===== config.mk =====
export PLATFORM = sky130hd
export DESIGN_NAME = irq_elig_bank
export DESIGN_NICKNAME = d
export VERILOG_FILES = /design/src/rtl/irq_bank_pkg.sv /design/src/rtl/irq_line_sampler.sv /design/src/rtl/irq_state_regs.sv /design/src/rtl/irq_elig_calc.sv /design/src/rtl/irq_elig_bank.sv
export SDC_FILE = /design/constraint.sdc
export NUM_CORES = 1
export LEC_CHECK = 0
export BUFFER_PORTS_ARGS = -buffer_cell sky130_fd_sc_hd__buf_2
export CAP_MARGIN = 20
export CORE_MARGIN = 5
export CORE_UTILIZATION = 30
export CTS_BUF_LIST = sky130_fd_sc_hd__clkbuf_8 sky130_fd_sc_hd__clkbuf_16
export DETAILED_ROUTE_END_ITERATION = 10
export SYNTH_ARGS = -nofsm -noshare
export SYNTH_HDL_FRONTEND = slang
export SYNTH_SLANG_ARGS = --single-unit

===== constraint.sdc =====
create_clock -name clk -period 2.45 [get_ports clk]
set_clock_uncertainty 0.2 [all_clocks]
set_input_delay 0.1225 -clock clk [delete_from_list [all_inputs] [get_ports clk]]
set_output_delay 0.1225 -clock clk [all_outputs]
set_load 0.02 [all_outputs]

===== src/rtl/irq_bank_pkg.sv =====
package irq_bank_pkg;

  // Distributor-level control flags that gate the group classes
  typedef struct packed {
    logic sec_off;   // modifiers read as zero
    logic en_g0;     // group 0
    logic en_g1s;    // secure group 1
    logic en_g1ns;   // non-secure group 1
  } irq_ctl_t;

endpackage


===== src/rtl/irq_line_sampler.sv =====
module irq_line_sampler #(
  parameter int NLINES = 32
) (
  input  logic              clk,
  input  logic              rst_n,
  input  logic [NLINES-1:0] line_in,
  output logic [NLINES-1:0] lvl_q,
  output logic [NLINES-1:0] rise_w
);

  always_ff @(posedge clk or negedge rst_n) begin
    if (!rst_n) lvl_q <= '0;
    else        lvl_q <= line_in;
  end

  // transition between the previous sample and the current input
  assign rise_w = line_in & ~lvl_q;

endmodule


===== src/rtl/irq_state_regs.sv =====
module irq_state_regs #(
  parameter int NLINES = 32
) (
  input  logic              clk,
  input  logic              rst_n,
  input  logic [NLINES-1:0] rise,
  input  logic [NLINES-1:0] pend_set,
  input  logic [NLINES-1:0] pend_clr,
  input  logic [NLINES-1:0] en_set,
  input  logic [NLINES-1:0] en_clr,
  input  logic [NLINES-1:0] act_set,
  input  logic [NLINES-1:0] act_clr,
  input  logic              cfg_we,
  input  logic [NLINES-1:0] cfg_edge,
  input  logic [NLINES-1:0] cfg_grp,
  input  logic [NLINES-1:0] cfg_gmod,
  output logic [NLINES-1:0] pend_q,
  output logic [NLINES-1:0] en_q,
  output logic [NLINES-1:0] act_q,
  output logic [NLINES-1:0] edge_q,
  output logic [NLINES-1:0] grp_q,
  output logic [NLINES-1:0] gmod_q
);

  // set/clear update with clear taking priority
  function automatic logic [NLINES-1:0] sc_next(input logic [NLINES-1:0] cur,
                                                input logic [NLINES-1:0] s,
                                                input logic [NLINES-1:0] c);
    return (cur | s) & ~c;
  endfunction

  // edge event only on lines currently configured as edge-triggered
  logic [NLINES-1:0] edge_hit_w;
  assign edge_hit_w = rise & edge_q;

  always_ff @(posedge clk or negedge rst_n) begin
    if (!rst_n) begin
      pend_q <= '0;
      en_q   <= '0;
      act_q  <= '0;
      edge_q <= '0;
      grp_q  <= '0;
      gmod_q <= '0;
    end else begin
      pend_q <= sc_next(pend_q, pend_set | edge_hit_w, pend_clr);
      en_q   <= sc_next(en_q, en_set, en_clr);
      act_q  <= sc_next(act_q, act_set, act_clr);
      if (cfg_we) begin
        edge_q <= cfg_edge;
        grp_q  <= cfg_grp;
        gmod_q <= cfg_gmod;
      end
    end
  end

  AST_CLR_WINS: assert property (@(posedge clk) disable iff (!rst_n) 1'b1 |=> ((pend_q & $past(pend_clr)) == '0));
  AST_EDGE_LATCH: assert property (@(posedge clk) disable iff (!rst_n) 1'b1 |=> (($past(edge_hit_w & ~pend_clr) & ~pend_q) == '0));
  AST_ENABLE_SET: assert property (@(posedge clk) disable iff (!rst_n) 1'b1 |=> (($past(en_set & ~en_clr) & ~en_q) == '0));

endmodule


===== src/rtl/irq_elig_calc.sv =====
module irq_elig_calc
  import irq_bank_pkg::*;
#(
  parameter int NLINES = 32
) (
  input  logic              clk,
  input  logic              rst_n,
  input  logic [NLINES-1:0] pend_q,
  input  logic [NLINES-1:0] lvl_q,
  input  logic [NLINES-1:0] en_q,
  input  logic [NLINES-1:0] act_q,
  input  logic [NLINES-1:0] edge_q,
  input  logic [NLINES-1:0] grp_q,
  input  logic [NLINES-1:0] gmod_q,
  input  irq_ctl_t          ctl,
  output logic [NLINES-1:0] eligible,
  output logic              any_eligible
);

  // latched pending merged with live level of level-triggered lines
  function automatic logic [NLINES-1:0] pending_of(input logic [NLINES-1:0] latch,
                                                   input logic [NLINES-1:0] trig,
                                                   input logic [NLINES-1:0] lvl);
    return latch | (~trig & lvl);
  endfunction

  // per-line pass mask from group class and control flags
  function automatic logic [NLINES-1:0] class_pass(input logic [NLINES-1:0] grp,
                                                   input logic [NLINES-1:0] gmod,
                                                   input irq_ctl_t          c);
    logic [NLINES-1:0] gm;
    gm = c.sec_off ? '0 : gmod;
    return ({NLINES{c.en_g1ns}} & grp)
         | ({NLINES{c.en_g1s}}  & ~grp & gm)
         | ({NLINES{c.en_g0}}   & ~grp & ~gm);
  endfunction

  logic [NLINES-1:0] pend_w;
  logic [NLINES-1:0] pass_w;
  logic [NLINES-1:0] elig_d;

  assign pend_w = pending_of(pend_q, edge_q, lvl_q);
  assign pass_w = class_pass(grp_q, gmod_q, ctl);
  assign elig_d = pend_w & en_q & ~act_q & pass_w;

  always_ff @(posedge clk or negedge rst_n) begin
    if (!rst_n) begin
      eligible     <= '0;
      any_eligible <= 1'b0;
    end else begin
      eligible     <= elig_d;
      any_eligible <= |elig_d;
    end
  end

  AST_INACTIVE_ONLY: assert property (@(posedge clk) disable iff (!rst_n) 1'b1 |=> ((eligible & $past(act_q | ~en_q)) == '0));
  AST_G1NS_GATED: assert property (@(posedge clk) disable iff (!rst_n) 1'b1 |=> ((eligible & $past(grp_q & {NLINES{~ctl.en_g1ns}})) == '0));
  AST_NEEDS_PENDING: assert property (@(posedge clk) disable iff (!rst_n) 1'b1 |=> ((eligible & ~$past(pend_q | lvl_q)) == '0));

endmodule


===== src/rtl/irq_elig_bank.sv =====
module irq_elig_bank
  import irq_bank_pkg::*;
#(
  parameter int NLINES = 32
) (
  input  logic              clk,
  input  logic              rst_n,
  input  logic [NLINES-1:0] line_in,
  input  logic [NLINES-1:0] pend_set,
  input  logic [NLINES-1:0] pend_clr,
  input  logic [NLINES-1:0] en_set,
  input  logic [NLINES-1:0] en_clr,
  input  logic [NLINES-1:0] act_set,
  input  logic [NLINES-1:0] act_clr,
  input  logic              cfg_we,
  input  logic [NLINES-1:0] cfg_edge,
  input  logic [NLINES-1:0] cfg_grp,
  input  logic [NLINES-1:0] cfg_gmod,
  input  logic              ctl_sec_off,
  input  logic              ctl_en_g0,
  input  logic              ctl_en_g1s,
  input  logic              ctl_en_g1ns,
  output logic [NLINES-1:0] eligible,
  output logic              any_eligible
);

  logic [NLINES-1:0] lvl_w, rise_w;
  logic [NLINES-1:0] pend_w, en_w, act_w, edge_w, grp_w, gmod_w;
  irq_ctl_t          ctl_w;

  assign ctl_w = '{sec_off: ctl_sec_off, en_g0: ctl_en_g0,
                   en_g1s: ctl_en_g1s, en_g1ns: ctl_en_g1ns};

  irq_line_sampler #(.NLINES(NLINES)) u_samp (
    .clk(clk), .rst_n(rst_n), .line_in(line_in), .lvl_q(lvl_w), .rise_w(rise_w)
  );

  irq_state_regs #(.NLINES(NLINES)) u_state (
    .clk(clk), .rst_n(rst_n), .rise(rise_w),
    .pend_set(pend_set), .pend_clr(pend_clr),
    .en_set(en_set), .en_clr(en_clr),
    .act_set(act_set), .act_clr(act_clr),
    .cfg_we(cfg_we), .cfg_edge(cfg_edge), .cfg_grp(cfg_grp), .cfg_gmod(cfg_gmod),
    .pend_q(pend_w), .en_q(en_w), .act_q(act_w),
    .edge_q(edge_w), .grp_q(grp_w), .gmod_q(gmod_w)
  );

  irq_elig_calc #(.NLINES(NLINES)) u_calc (
    .clk(clk), .rst_n(rst_n),
    .pend_q(pend_w), .lvl_q(lvl_w), .en_q(en_w), .act_q(act_w),
    .edge_q(edge_w), .grp_q(grp_w), .gmod_q(gmod_w), .ctl(ctl_w),
    .eligible(eligible), .any_eligible(any_eligible)
  );

  AST_ANY_MATCH: assert property (@(posedge clk) disable iff (!rst_n) any_eligible == (|eligible));
  AST_RESET_IDLE: assert property (@(posedge clk) !rst_n |-> (eligible == '0 && !any_eligible));

endmodule


==> results.md, run 1 <==
- Synth warnings: 0
- Halt Reason: [ERROR RSZ-0060] Max buffer count reached.
- Register area share after synthesis: 0.616
- Post-synth top area share: 0.616
- Synth Area in XOR/XNOR: 0
- PostCTS Resize Cnt: 0
- CTS Buffer Depth: 3
- Simple-gate share of the synthesized area: 0.205
- Yosys reg bits: 257
- Die span in y: approximately 200 um
- Syn_nets: 1257
- Main combinational cell family by area after synthesis: simple AND/OR/NAND/NOR gates
- Mux contribution to synthesized area: 0.0863
- Fail Step: 4_1_cts
- Complex-gate fraction of the synthesized area: 0.0674
- Die Wd: 197 um
- Postcts setup bufs: 0
- # clock sinks: roughly 260
- Yosys top cell by area: dfrtp_1
- Netlist cell types: 24
- Status: did not finish
- Synth Area in Adders: 0
- Row cnt: 68
- I/O pin cnt: 360
- Num CTS Buffers: 30
- Post-Synthesis Cells: 930
- Hold buffer count at CTS: ~360
- Synthesized area: 10400 um^2
- Synth area leaders: dfrtp_1, mux2_2, nor2_1, nand2b_1, and3b_1
- Syn Area/Cell: approximately 11 um^2
- Clock Tree Root: clkbuf_16
- Htree depth: 1
- Initial Util: 0.303
- Port bufs: approximately 360
- Post-DP HPWL: between 20 and 25 mm
- Routability cong.: approximately 0.84
synth_stat cells, drive strengths merged:
| library cell | count |
|---|---|
| nand2b | 64 |
| nor3 | 48 |
| clkbuf | 18 |
| dfrtp | 257 |
| or4 | 1 |
| a21oi | 16 |
| nand2 | 48 |
| mux2 | 80 |
| buf | 10 |
| nor2 | 208 |
| a211oi | 32 |
| o21ai | 16 |
| nand3b | 16 |
| o2111ai | 16 |
| nor2b | 16 |
| and3b | 32 |
| inv | 32 |
| o32a | 16 |
| nand4 | 4 |
logic make-up after synthesis:
logic type,count (synthesis)
buffers and inverters,60
DFF,257
AOI/OAI and AO/OA,96
muxes,80
and+or+nand+nor,437
through the flow:
| step | setup slack [ns] | instances | util | hold WS (ns) | cell area (um^2) |
|---|---|---|---|---|---|
| global placement | 0.0993 | 1732 | 0.373 | -0.148 | 12900 |
| detailed placement | 0.0775 | 1732 | 0.373 | -0.145 | 12900 |
| floorplan | 0.581 | 930 | - | -0.373 | 10400 |
==> run 2: changes to the inputs <==
--- a/config.mk
+++ b/config.mk
@@ -8,9 +8,9 @@
 export BUFFER_PORTS_ARGS = -buffer_cell sky130_fd_sc_hd__buf_2
 export CAP_MARGIN = 20
 export CORE_MARGIN = 5
-export CORE_UTILIZATION = 30
-export CTS_BUF_LIST = sky130_fd_sc_hd__clkbuf_8 sky130_fd_sc_hd__clkbuf_16
+export CORE_UTILIZATION = 20
 export DETAILED_ROUTE_END_ITERATION = 10
+export PLACE_DENSITY_LB_ADDON = 0.15
 export SYNTH_ARGS = -nofsm -noshare
 export SYNTH_HDL_FRONTEND = slang
 export SYNTH_SLANG_ARGS = --single-unit
==> results.md, run 2 <==
- Status: finished clean
- Final TNS setup: 0 ns
- DRC viols: 0
- # clock sinks: approximately 260
- Htree depth: 2
- Synth cell count leaders: dfrtp_1, nor2_1, mux2_2
- Critical Path Sink Type: flip-flop
- FFs w/ async S/R, synth: 1.00
- Seq pwr share: 0.418
- Vias in the first global route: about 11000
- Total congestion overflow: 0
- Slowest stage cell, crit path: or4_1
- Yosys reg bits: ~260
- Leakage power: approximately 8.4 nW
- Final Cycle Share: 0.879
- Worst setup margin: about 0.30 ns
- First-pass GRT wire length: 59.3 mm
- CTS Buffer Depth: 3
- Fin. Hold Viols: 0
- Count leader, synth: dfrtp_1
- I/O pin cnt: 360
- Post-synth EDFFs: 0
- All-Layer GR Usage: 0.134
- Power share of the clock group: 0.435
- Area occupied by multi-input gates: between 3000 and 4000 um^2
- CP peak stage delay: 0.54 ns
- Routability cong.: around 0.77
- Largest net degree at the start of global routing: 51
- Maximum vdd ir drop: between 0.0003 and 0.0004 V
- Die area: 56800 um^2
- Port bufs: 359
- Pre-Repair DR Iteration Count: 6
- CP Launch Type: flip-flop
- RSZ-0062 raised after global routing: false
- Crit-path max FO: 3
- DR vias: 9576
- Yosys top cell by area: dfrtp_1
- Synth area leaders: dfrtp_1, mux2_2, nor2_1, nand2b_1, and3b_1
- Initial antenna violation count: 6
- Pwr Total: between 10 and 15 mW
- Clock Tree Root: clkbuf_16
- Top_reg_cell synth: dfrtp_1
- Die span in y: between 200 and 250 um
- Post-synth top area share: 0.616
- Worst Hold Launch: cfg_we
- Avg WL per Cell: 16.4 um
- Register clock-pin slew on the reported worst setup and hold paths: roughly 0.060 ns
- Arrival time at the worst endpoint: 2.35 ns
- P_sw: roughly 2.8 mW
- Core Area: approximately 52000 um^2
- Syn Area/Cell: roughly 11 um^2
- Synth warnings: 0
- Vias per cell: around 4.1
- Worst min-delay path class: in2reg
- Setup violations, final: 0
- Slew Limit Headroom: 0.435
- Delay-heaviest family, CP: simple AND/OR/NAND/NOR gates
- Syn-to-layout area delta: 69.6%
- Postcts setup bufs: 0
- Internal power: between 8 and 9 mW
- Slew Limit Fails: 0
- Pre-CTS setup slack: approximately 0.052 ns
- Least-Margin Pin Slew: between 0.8 and 0.9 ns
- Initial Util: 0.203
- Netlist cell types: 24
- Total of max-cap violations: 0
- Crit path launch: u_state.gmod_q[0]
- Fillers: 5309
- Fmax: ~460 MHz
- Post-Synthesis Cells: slightly above 900
- Syn_nets: between 1000 and 1500
- PostCTS Resize Cnt: 0
- Share of layout cells above drive strength 1: 0.305
- Clock latency on the worst-skew pair: 0.52 ns
- Nets: 1982
- WL final: between 30 and 40 mm
- Req. time, crit path: 2.65 ns
- Worst path buffer plus inverter count: 0
- Post-route ant nets: 0
- Seq. cell area: 6430 um^2
- CTS tree: done
- Comb pwr share: 0.147
- Post-DP HPWL: ~27 mm
- Register area share after synthesis: 0.616
- Die Wd: 238 um
- Commonest non-fill, non-tap cell in the layout: buf_2
- Worst r2r src: u_state.gmod_q[0]
- Row cnt: 83
- Min Tclk post-route: around 2.2 ns
- Critical path class: reg2reg
- Pwr/cell area: about 650 nW/um^2
- Switch share: 0.249
- Worst-path cell chain: and3b_1 > a211oi_1 > o32a_1 > nand4_1 > or4_1
- Num CTS Buffers: 35
- 1st-iter DRT viols: 303
- Synthesized area: roughly 10000 um^2
- Most frequent cells in the layout: buf_2, dlygate4sd3_1, dfrtp_1
## run 2: cell counts after synthesis
Identical to the previous run, type by type.
## run 2: tightest hold or removal path: cells and delay by family
kind	cells	cell delay [ns]
buf+inv	2	0.42
compound gates	1	0.15
## run 2: timing repair
item / 4_1_cts / 5_1_grt
setup endpoints to repair: 0 / 0
hold endpoints to repair: 481 / 0
hold buffers: 336 / 0
## run 2: through the flow
step           cell area (um^2)  hold slack [ns]  cells   util
2_1_floorplan             10400           -0.373    930      -
3_3_place_gp              13200          -0.0295   1962  0.256
3_5_place_dp              13200          -0.0340   1962  0.256
4_1_cts                   17700          0.00116   2357  0.343
5_1_grt                   17700           0.0248   2358  0.344
6_report                  17700           0.0308   2359  0.344
## run 2: power by group through the flow
stage	logic (mW)	registers, mW	clock network, mW
floorplan	0.564	4.82	0
global placement	1.21	4.86	0
detailed placement	1.22	4.86	0
CTS	1.71	4.79	5.19
global route	1.87	4.83	5.35
finish	1.68	4.78	4.97
## run 2: kinds of logic after synthesis
family / count (synthesis) / synth area share
AND/OR/NAND/NOR: 437 / 0.205
multiplexers: 80 / 0.0863
flip-flops: 257 / 0.616
AO/OA/AOI/OAI: 96 / 0.0674
buffers and inverters: 60 / 0.0254
## run 2: path summary, 6_finish.rpt
check                                      endpoint  slack [ns]  cells past startpoint
worst max-delay path            u_calc.any_eligible        0.30                      5
worst min-delay path              u_state.edge_q[1]        0.03                      3
worst max register to register  u_calc.any_eligible        0.30                      5
worst min register to register   u_state.gmod_q[29]        0.32                      1
max in group asynchronous        u_state.gmod_q[29]        0.98                      4
min in group asynchronous         u_state.gmod_q[8]        0.45                      3
## run 2: layout make-up
cell class	count	share of cell area
Tap cell	680	0.0481
Antenna cell	2	0.000283
Clock inverter	5	0.00311
Multi-Input combinational cell	613	0.211
Timing Repair Buffer	716	0.308
Sequential cell	257	0.363
Inverter	32	0.00679
Clock buffer	54	0.0593
## run 2: layer usage
| metal | vias up | part of all wire | track usage |
|---|---|---|---|
| met4 | 6 | 0.020 | 0.0369 |
| met5 | - | 0.0010 | 0 |
| met1 | 4637 | 0.42 | 0.165 |
| met3 | 52 | 0.059 | 0.0341 |
| li1 | 4637 | - | - |
| met2 | 244 | 0.50 | 0.233 |
No activity file was read; power rests on OpenSTA's default activity.
